[src/rtl/bmu_pkg.sv]
package bmu_pkg;

  localparam int unsigned BMU_DATA_W = 64;
  localparam int unsigned BMU_BYTE_W = 8;
  localparam int unsigned BMU_LANES  = BMU_DATA_W / BMU_BYTE_W;
  localparam int unsigned BMU_OFF_W  = $clog2(BMU_LANES);
  localparam int unsigned BMU_OP_W   = 5;

  typedef enum logic [1:0] {
    SZ_BYTE = 2'd0,
    SZ_WORD = 2'd1,
    SZ_LONG = 2'd2,
    SZ_QUAD = 2'd3
  } bmu_size_e;

  typedef enum logic [1:0] {
    CLS_MISC = 2'd0,
    CLS_MASK = 2'd1,
    CLS_EXT  = 2'd2,
    CLS_INS  = 2'd3
  } bmu_class_e;

  localparam logic [1:0] MISC_ZAP    = 2'd0;
  localparam logic [1:0] MISC_ZAPNOT = 2'd1;
  localparam logic [1:0] MISC_CMPGE  = 2'd2;
  localparam logic [1:0] MISC_RSVD   = 2'd3;

  typedef struct packed {
    logic       high;
    bmu_class_e cls;
    bmu_size_e  size;
  } bmu_op_t;

  // Contiguous run of 2**size ones in the low lanes.
  function automatic logic [BMU_LANES-1:0] size_pattern(bmu_size_e s);
    logic [BMU_LANES:0] run;
    run = (BMU_LANES+1)'(1) << (1 << s);
    return BMU_LANES'(run - (BMU_LANES+1)'(1));
  endfunction

endpackage

[src/rtl/bmu_lane_mask.sv]
module bmu_lane_mask
  import bmu_pkg::*;
#(
  parameter int unsigned LANES = BMU_LANES,
  localparam int unsigned OFF_W = $clog2(LANES)
) (
  input  logic             clk,
  input  logic             rst_n,
  input  bmu_size_e        size,
  input  logic [OFF_W-1:0] off,
  output logic [LANES-1:0] pat,
  output logic [LANES-1:0] low_m,
  output logic [LANES-1:0] high_m
);

  logic [2*LANES-1:0] span;

  always_comb begin
    pat    = size_pattern(size);
    span   = {{LANES{1'b0}}, pat} << off;
    low_m  = span[LANES-1:0];
    high_m = span[2*LANES-1:LANES];
  end

  // The split into low and spill halves must not lose or invent a lane.
  AST_LANE_SPLIT: assert property (@(posedge clk) disable iff (!rst_n)
    ($countones(low_m) + $countones(high_m)) == $countones(pat));

  // At offset zero nothing spills into the high half.
  AST_NO_SPILL_AT_ZERO: assert property (@(posedge clk) disable iff (!rst_n)
    (off == '0) |-> (high_m == '0));

endmodule

[src/rtl/bmu_shift_unit.sv]
module bmu_shift_unit
  import bmu_pkg::*;
#(
  parameter int unsigned DATA_W = BMU_DATA_W,
  parameter int unsigned BYTE_W = BMU_BYTE_W,
  localparam int unsigned LANES = DATA_W / BYTE_W,
  localparam int unsigned OFF_W = $clog2(LANES),
  localparam int unsigned SH_W  = $clog2(DATA_W)
) (
  input  logic [DATA_W-1:0] a,
  input  logic [OFF_W-1:0]  off,
  output logic [DATA_W-1:0] up_by_off,
  output logic [DATA_W-1:0] down_by_off,
  output logic [DATA_W-1:0] up_by_comp,
  output logic [DATA_W-1:0] down_by_comp
);

  logic [SH_W-1:0] amt;
  logic [SH_W-1:0] comp_amt;

  always_comb begin
    amt          = SH_W'(off) << $clog2(BYTE_W);
    // Two's complement in SH_W bits is (DATA_W - amt) mod DATA_W.
    comp_amt     = SH_W'(0) - amt;
    up_by_off    = a << amt;
    down_by_off  = a >> amt;
    up_by_comp   = a << comp_amt;
    down_by_comp = a >> comp_amt;
  end

endmodule

[src/rtl/bmu_byte_cmp.sv]
module bmu_byte_cmp
  import bmu_pkg::*;
#(
  parameter int unsigned DATA_W = BMU_DATA_W,
  parameter int unsigned BYTE_W = BMU_BYTE_W,
  localparam int unsigned LANES = DATA_W / BYTE_W
) (
  input  logic [DATA_W-1:0] a,
  input  logic [DATA_W-1:0] b,
  output logic [LANES-1:0]  ge
);

  for (genvar g = 0; g < LANES; g++) begin : g_lane
    logic [BYTE_W-1:0] la;
    logic [BYTE_W-1:0] lb;
    assign la    = a[g*BYTE_W +: BYTE_W];
    assign lb    = b[g*BYTE_W +: BYTE_W];
    assign ge[g] = (la >= lb);
  end

endmodule

[src/rtl/byte_manip_unit.sv]
module byte_manip_unit
  import bmu_pkg::*;
#(
  parameter int unsigned DATA_W = BMU_DATA_W,
  parameter int unsigned BYTE_W = BMU_BYTE_W,
  parameter int unsigned OP_W   = BMU_OP_W,
  localparam int unsigned LANES = DATA_W / BYTE_W,
  localparam int unsigned OFF_W = $clog2(LANES)
) (
  input  logic              clk,
  input  logic              rst_n,
  input  logic              in_valid,
  input  logic [OP_W-1:0]   in_op,
  input  logic [DATA_W-1:0] in_a,
  input  logic [DATA_W-1:0] in_b,
  output logic              out_valid,
  output logic [DATA_W-1:0] out_result
);

  // Expand one keep bit per lane into a full-width bit mask.
  function automatic logic [DATA_W-1:0] lane_expand(logic [LANES-1:0] keep);
    logic [DATA_W-1:0] m;
    for (int i = 0; i < LANES; i++) begin
      m[i*BYTE_W +: BYTE_W] = {BYTE_W{keep[i]}};
    end
    return m;
  endfunction

  bmu_op_t          op;
  logic [OFF_W-1:0] off;
  logic [LANES-1:0] lane_sel;
  logic [LANES-1:0] pat, low_m, high_m;
  logic [LANES-1:0] cmp_ge;
  logic [DATA_W-1:0] up_by_off, down_by_off, up_by_comp, down_by_comp;

  // Named decode events, used by the assertions below.
  logic is_reserved;
  logic is_cmp;
  logic is_zap_all;
  logic is_ins_high_zero;

  logic [DATA_W-1:0] res_d;
  logic [DATA_W-1:0] res_q;
  logic              vld_q;

  assign op       = bmu_op_t'(in_op);
  assign off      = in_b[OFF_W-1:0];
  assign lane_sel = in_b[LANES-1:0];

  bmu_lane_mask #(.LANES(LANES)) u_lane_mask (
    .clk    (clk),
    .rst_n  (rst_n),
    .size   (op.size),
    .off    (off),
    .pat    (pat),
    .low_m  (low_m),
    .high_m (high_m)
  );

  bmu_shift_unit #(.DATA_W(DATA_W), .BYTE_W(BYTE_W)) u_shift (
    .a            (in_a),
    .off          (off),
    .up_by_off    (up_by_off),
    .down_by_off  (down_by_off),
    .up_by_comp   (up_by_comp),
    .down_by_comp (down_by_comp)
  );

  bmu_byte_cmp #(.DATA_W(DATA_W), .BYTE_W(BYTE_W)) u_cmp (
    .a  (in_a),
    .b  (in_b),
    .ge (cmp_ge)
  );

  assign is_reserved      = (op.cls == CLS_MISC) && (op.high || (op.size == MISC_RSVD));
  assign is_cmp           = (op.cls == CLS_MISC) && !op.high && (op.size == MISC_CMPGE);
  assign is_zap_all       = (op.cls == CLS_MISC) && !op.high && (op.size == MISC_ZAP)
                            && (lane_sel == '1);
  assign is_ins_high_zero = (op.cls == CLS_INS) && op.high && (off == '0);

  always_comb begin
    res_d = '0;
    unique case (op.cls)
      CLS_MISC: begin
        if (!op.high) begin
          unique case (op.size)
            MISC_ZAP:    res_d = in_a & ~lane_expand(lane_sel);
            MISC_ZAPNOT: res_d = in_a &  lane_expand(lane_sel);
            MISC_CMPGE:  res_d = DATA_W'(cmp_ge);
            default:     res_d = '0;
          endcase
        end
      end
      CLS_MASK: res_d = in_a & ~lane_expand(op.high ? high_m : low_m);
      CLS_EXT:  res_d = (op.high ? up_by_comp : down_by_off) & lane_expand(pat);
      CLS_INS:  res_d = op.high ? (down_by_comp & lane_expand(high_m))
                                : (up_by_off   & lane_expand(low_m));
      default:  res_d = '0;
    endcase
  end

  always_ff @(posedge clk) begin
    if (!rst_n) begin
      vld_q <= 1'b0;
      res_q <= '0;
    end else begin
      vld_q <= in_valid;
      if (in_valid) res_q <= res_d;
    end
  end

  assign out_valid  = vld_q;
  assign out_result = res_q;

  AST_VALID_FOLLOWS: assert property (@(posedge clk) disable iff (!rst_n)
    in_valid |=> out_valid);

  AST_VALID_DROPS: assert property (@(posedge clk) disable iff (!rst_n)
    !in_valid |=> !out_valid);

  AST_IDLE_HOLDS: assert property (@(posedge clk) disable iff (!rst_n)
    !in_valid |=> $stable(out_result));

  AST_ZAP_ALL_CLEARS: assert property (@(posedge clk) disable iff (!rst_n)
    (in_valid && is_zap_all) |=> (out_result == '0));

  AST_CMP_UPPER_ZERO: assert property (@(posedge clk) disable iff (!rst_n)
    (in_valid && is_cmp) |=> (out_result[DATA_W-1:LANES] == '0));

  AST_INS_HIGH_OFF0: assert property (@(posedge clk) disable iff (!rst_n)
    (in_valid && is_ins_high_zero) |=> (out_result == '0));

  AST_RESERVED_ZERO: assert property (@(posedge clk) disable iff (!rst_n)
    (in_valid && is_reserved) |=> (out_result == '0));

endmodule

[config.mk]
export PLATFORM = sky130hd
export DESIGN_NAME = byte_manip_unit
export DESIGN_NICKNAME = d
export VERILOG_FILES = /design/src/rtl/bmu_pkg.sv /design/src/rtl/bmu_lane_mask.sv /design/src/rtl/bmu_shift_unit.sv /design/src/rtl/bmu_byte_cmp.sv /design/src/rtl/byte_manip_unit.sv
export SDC_FILE = /design/constraint.sdc
export NUM_CORES = 1
export LEC_CHECK = 0
export ABC_AREA = 1
export BUFFER_PORTS_ARGS = -buffer_cell sky130_fd_sc_hd__clkbuf_2
export CAP_MARGIN = 20
export CELL_PAD_IN_SITES_DETAIL_PLACEMENT = 1
export CELL_PAD_IN_SITES_GLOBAL_PLACEMENT = 1
export CORE_MARGIN = 5
export CORE_UTILIZATION = 35
export DETAILED_ROUTE_END_ITERATION = 10
export PLACE_DENSITY = 0.87
export SLEW_MARGIN = 40
export SYNTH_ARGS = -nofsm -noshare
export SYNTH_HDL_FRONTEND = slang
export SYNTH_SLANG_ARGS = --single-unit
export TNS_END_PERCENT = 20
[constraint.sdc]
create_clock -name clk -period 2.7 [get_ports clk]
set_clock_uncertainty 0.05 [all_clocks]
set_input_delay 0.405 -clock clk [delete_from_list [all_inputs] [get_ports clk]]
set_output_delay 0.405 -clock clk [all_outputs]
set_load 0.05 [all_outputs]
Word level (Yosys, flattened, before mapping)
Cells that the tools add are included.
- bits in writable memories: 0
- memories: 0
- memory bits (read-only): 0
- input bits: 136
- logic and storage cells: 40
- latch bits: 0
- register bits: 65
- output and inout bits: 65
- $add $sub $neg: 2
- mux-type cells: 6
- shifts and indexed selects: 7
- eq/ne operators: 5
- bitwise operators: 8
- reduce and logical (&&, ||, !) cells: 2
- div/mod/pow operators: 0
- $lt $le $gt $ge: 8
- $mul: 0
- operator list (operator ; number):
    $and A64 B64 Y64 ; 6
    $pmux W64 S4 ; 1
    $mux W64 ; 3
    $pmux W64 S3 ; 1
    $not A64 Y64 ; 2
    $shl A64 B6 Y64 ; 2
    $shr A64 B6 Y64 ; 2
    $ge A8 B8 Y1 ; 8
    $shl A1 B2 Y32 const A ; 1
    $shl A1 B32 Y8 const A ; 1
    $shl A8 B3 Y16 ; 1
    $mux W8 ; 1
    $sub A8 B1 Y8 const B ; 1
    $eq A2 B2 Y1 const B ; 3
    $sub A1 B6 Y6 const A ; 1
    $eq A2 B1 Y1 const B ; 2
    $logic_not A2 Y1 ; 2

Logic depth before layout (Yosys ltp)
- depth after elaboration: 8
- gate-level depth with buffers: 19

Modules after synthesis
Synthesis repeated with hierarchy kept, for this count alone.
- cells, all modules: 2832
- area total of the unflattened synthesis: 14033.5 µm²
- modules (own cells, without submodules) (module ; cells each ; area each (µm²) ; instances):
    byte_manip_unit ; 1199 ; 6168.4 ; 1
    bmu_shift_unit ; 1273 ; 5794.3 ; 1
    bmu_byte_cmp ; 287 ; 1704.1 ; 1
    bmu_lane_mask ; 73 ; 366.6 ; 1

Least setup slack after synthesis
No wires, ideal clock.
- path type: input to register
- from: in in_b[0]
- to: reg res_q[7] (netlist: out_result[7])
- required time: 2.532 ns
- library setup time: 0.118 ns
- data arrival time: 2.449 ns
- stages on the path: 15
- buffers on the path: 4
- path slack: 0.083 ns
- path through: buf_4 -> inv_2 -> buf_6 -> buf_4 -> ha_1 -> ha_1 -> nor2_2 -> clkbuf_1 -> nand3_1 -> nand3_1 -> o21ai_0 -> nand2_1 -> nand3_1 -> nor2_1 -> nor2_1
- longest elaborated chain between the ends: 5
- ends and longest elaborated chain (element ; line ; RTL):
    start, declared ; byte_manip_unit.sv:15 ; input logic [DATA_W-1:0] in_b,
    $sub A1 B6 Y6 (tied with other cells) ; bmu_shift_unit.sv:24 ; comp_amt = SH_W'(0) - amt;
    $shr A64 B6 Y64 (tied with other cells) ; bmu_shift_unit.sv:28 ; down_by_comp = a >> comp_amt;
    $and A64 B64 Y64 (tied with other cells) ; byte_manip_unit.sv:96 ; CLS_INS: res_d = op.high ? (down_by_comp & lane_expand(high_m))
    $mux W64 (tied with other cells) ; byte_manip_unit.sv:96 ;
    $pmux W64 S4 * ; byte_manip_unit.sv:83 ; unique case (op.cls)
    end signal, assigned ; byte_manip_unit.sv:108 ; if (in_valid) res_q <= res_d;
    end, declared ; byte_manip_unit.sv:43 ; logic [DATA_W-1:0] res_q;
Every way passes the cells marked *; elsewhere a longest branch is shown, timed or not.
A chain may end at the register's enable or synchronous reset.

Worst setup path in the final report
- from: in in_b[0]
- to: reg res_q[0] (netlist: out_result[0])
The elaborated chain is that of the path after synthesis.

==> out/qor.yml <==
sta:
  fin_crit_sh_pct: 96.4
  setup_viol: 0
  fin_crit_ps: 2600
  timing.hold.ws_ps: 397
  tns_ps: 0
  max_slew_margin_pct: 40.1
  setup_ws_ps: 96.3
  rsz0062_at_grt: "no"
  fmax_ghz: 0.384
  worstMarginPinSlew_ps: 898
  finalHoldViolCount: 0
  final-max-slew-violation-count: 0
drt:
  met1_length_um: 35800
  ant_nets: 0
  drt_iter0_markers: 2487
  wl_met2_um: 38900
  finalWirelength_um: 93100
  top_layer_used: "met5"
  drt_pass1_iterations: 6
  vias: 20388
  wl_met3_um: 11500
  wl_per_cell_um: 27.4
  drcViolationCount: 0
  avgViaCountPerCell: 6.01
clocking:
  clk_pin_slew_ps: 70
  hold_buffers: 0
  cts_resized: 0
  tritoncts.num_buffers: 9
  numClockSinks: 65
  htree_levels: 3
  worstSkewPairLatency_ps: 390
  cts_tree: "done"
  cts_root_buf: "clkbuf_16"
  post-cts-setup-buffers: 0
  cts_buffer_depth: 2
worst_hold_path:
  hold_path_class: "input port to flop"
die:
  die_h_um: 199
  dieWidth_um: 199
  die_area_um2: 39500
  start_util_pct: 35.3
  num_io_pins: 201
  rows: 69
  coreArea_um2: 35300
global_route:
  antenna_found_initial: 2
  grt_use_total_pct: 46.0
  grt_pass1_wl_um: 135000
  overflow: 0
  grt_max_degree: 67
  grt_pass1_vias: 20484
power:
  leakagePower_nw: 9.53
  power_mw: 6.12
  ir_worst_vdd_mv: 0.354
  power_density_nw_per_um2: 360
finish:
  ff_latch_area_um2: 1300
  final_area_um2: 17000
  finalNonFillerCells: 3393
  fillCellCount: 5235
  final_common_cell: "nand2_1"
  areaGrowthSynthToFinish_pct: 36.6
  drive_gt1_share_pct: 22.5
  final_core_util_pct: 48.2
  multi_input_area_um2: 9590
  diodes: 0
  layout.nets: 3132
  final_cell_mix: "nand2_1 (963), buf_4 (370), nand3_1 (240)"
worst_setup_path:
  startpoint: "in_b[0]"
  r2r-start: "out_result[53]$_SDFFE_PN0P_"
  worstPathArrival_ps: 2840
  end_kind: "flop"
  cp-endpoint: "out_result[0]$_SDFFE_PN0P_"
  r2r_cells: 4
  cp.required_ps: 2930
  rrSetupSlack_ps: 1600
  critPathKind: "input port to flop"
  crit_fanout: 53
  reg2reg_to: "out_result[53]$_SDFFE_PN0P_"
  worst_setup_path_start_kind: "input port"
synth:
  syn_nets: 2655
  synth_edf_count: 0
  avgSynthCellArea_um2: 5.08
  synth_seq_area_share_pct: 10.4
  yosysWarnings: 0
  synth-seq-cells: 65
  syn_inst: 2450
  synthFlopType: "dfxtp_1"
  async_flop_share_pct: 0
  syn_area_um2: 12500
  synth_cell_types: 45
placement:
  pre_cts_slack_ps: -208
  dp_cells: 3377
  routabilityCongestion: 1.10
  io_buffer_count: 200
  placed_area_um2: 16700
  hpwl_um: 75400
run_status:
  outcome: "finished, final reports clean"
flow_run:
  drv_cap: 0
==> registers in the layout (all words and copies together), names as in the netlist <==
register / cells
out_valid: 1
out_result: 64
==> power by group <==
| part | leakage, nW | switching, mW | total (mW) | internal, mW |
|---|---|---|---|---|
| sequential | 0.537 | 0.0463 | 1.07 | 1.02 |
| clock | 0.141 | 0.603 | 1.32 | 0.722 |
| combinational | 8.85 | 2.51 | 3.73 | 1.22 |
==> worst max-delay path, cell delays in order <==
cell and delay, ps:
clkbuf_2 100, inv_2 40, buf_4 130, buf_12 180, nand2_1 130, buf_4 120
nand2_1 50, o21ai_0 510, nor2_1 170, buf_4 180, o21ai_0 340, nand4_1 230
nor2_1 140, nor2_1 50
==> cells in the mapped netlist (8+ instances only) <==
cell type | count | area [µm²]
o21ai_1 | 30 | 150
nand3b_1 | 14 | 105
clkbuf_1 | 59 | 221
nand2_2 | 13 | 81.3
buf_1 | 19 | 71.3
ha_1 | 69 | 863
nand4_1 | 81 | 507
buf_2 | 35 | 175
o21bai_1 | 9 | 67.6
a21oi_1 | 98 | 490
o21a_1 | 11 | 82.6
dfxtp_1 | 65 | 1300
a22oi_1 | 8 | 60.1
o211ai_1 | 12 | 90.1
inv_1 | 233 | 875
o22ai_1 | 8 | 50.1
o2111ai_1 | 8 | 70.1
buf_4 | 11 | 82.6
nor3_1 | 12 | 60.1
inv_2 | 13 | 48.8
nand3_1 | 240 | 1200
o21ai_0 | 180 | 901
nand2_1 | 963 | 3610
nor2_1 | 193 | 724
==> area by class of cell <==
class	instances	share of cell area, %
Multi-Input combinational cell	2004	56.4
Tap cell	461	3.39
Clock buffer	12	1.39
Sequential cell	65	7.65
Timing Repair Buffer	597	25.4
Clock inverter	4	0.309
Inverter	250	5.51
==> cell families (layout without fill, tap and decap cells) <==
family / count (synthesis) / in the layout / share of synthesized area [%]
simple gates: 1542 / 1542 / 52.2
compound gates: 389 / 389 / 17.5
buf+inv: 381 / 863 / 12.6
fa+ha+maj: 69 / 69 / 6.93
flops: 65 / 65 / 10.4
xor+xnor: 4 / 4 / 0.281
==> how the worst min path moves through the flow <==
stage / start / to / depth (start not counted)
after floorplan: in_a[59] / out_result[59]$_SDFFE_PN0P_ / 4
after global placement: out_result[0]$_SDFFE_PN0P_ / out_result[0]$_SDFFE_PN0P_ / 2
after detailed placement: out_result[3]$_SDFFE_PN0P_ / out_result[3]$_SDFFE_PN0P_ / 2
after CTS: in_a[8] / out_result[8]$_SDFFE_PN0P_ / 5
after global routing: in_a[8] / out_result[8]$_SDFFE_PN0P_ / 5
final: in_a[8] / out_result[8]$_SDFFE_PN0P_ / 5
==> metal layers <==
metal,GRT usage [%],vias to the layer above
li1,-,8940
met1,58.5,9688
met2,68.9,1404
met3,12.9,354
met4,28.1,2
met5,0,-
(Power assumes the default switching activity.)
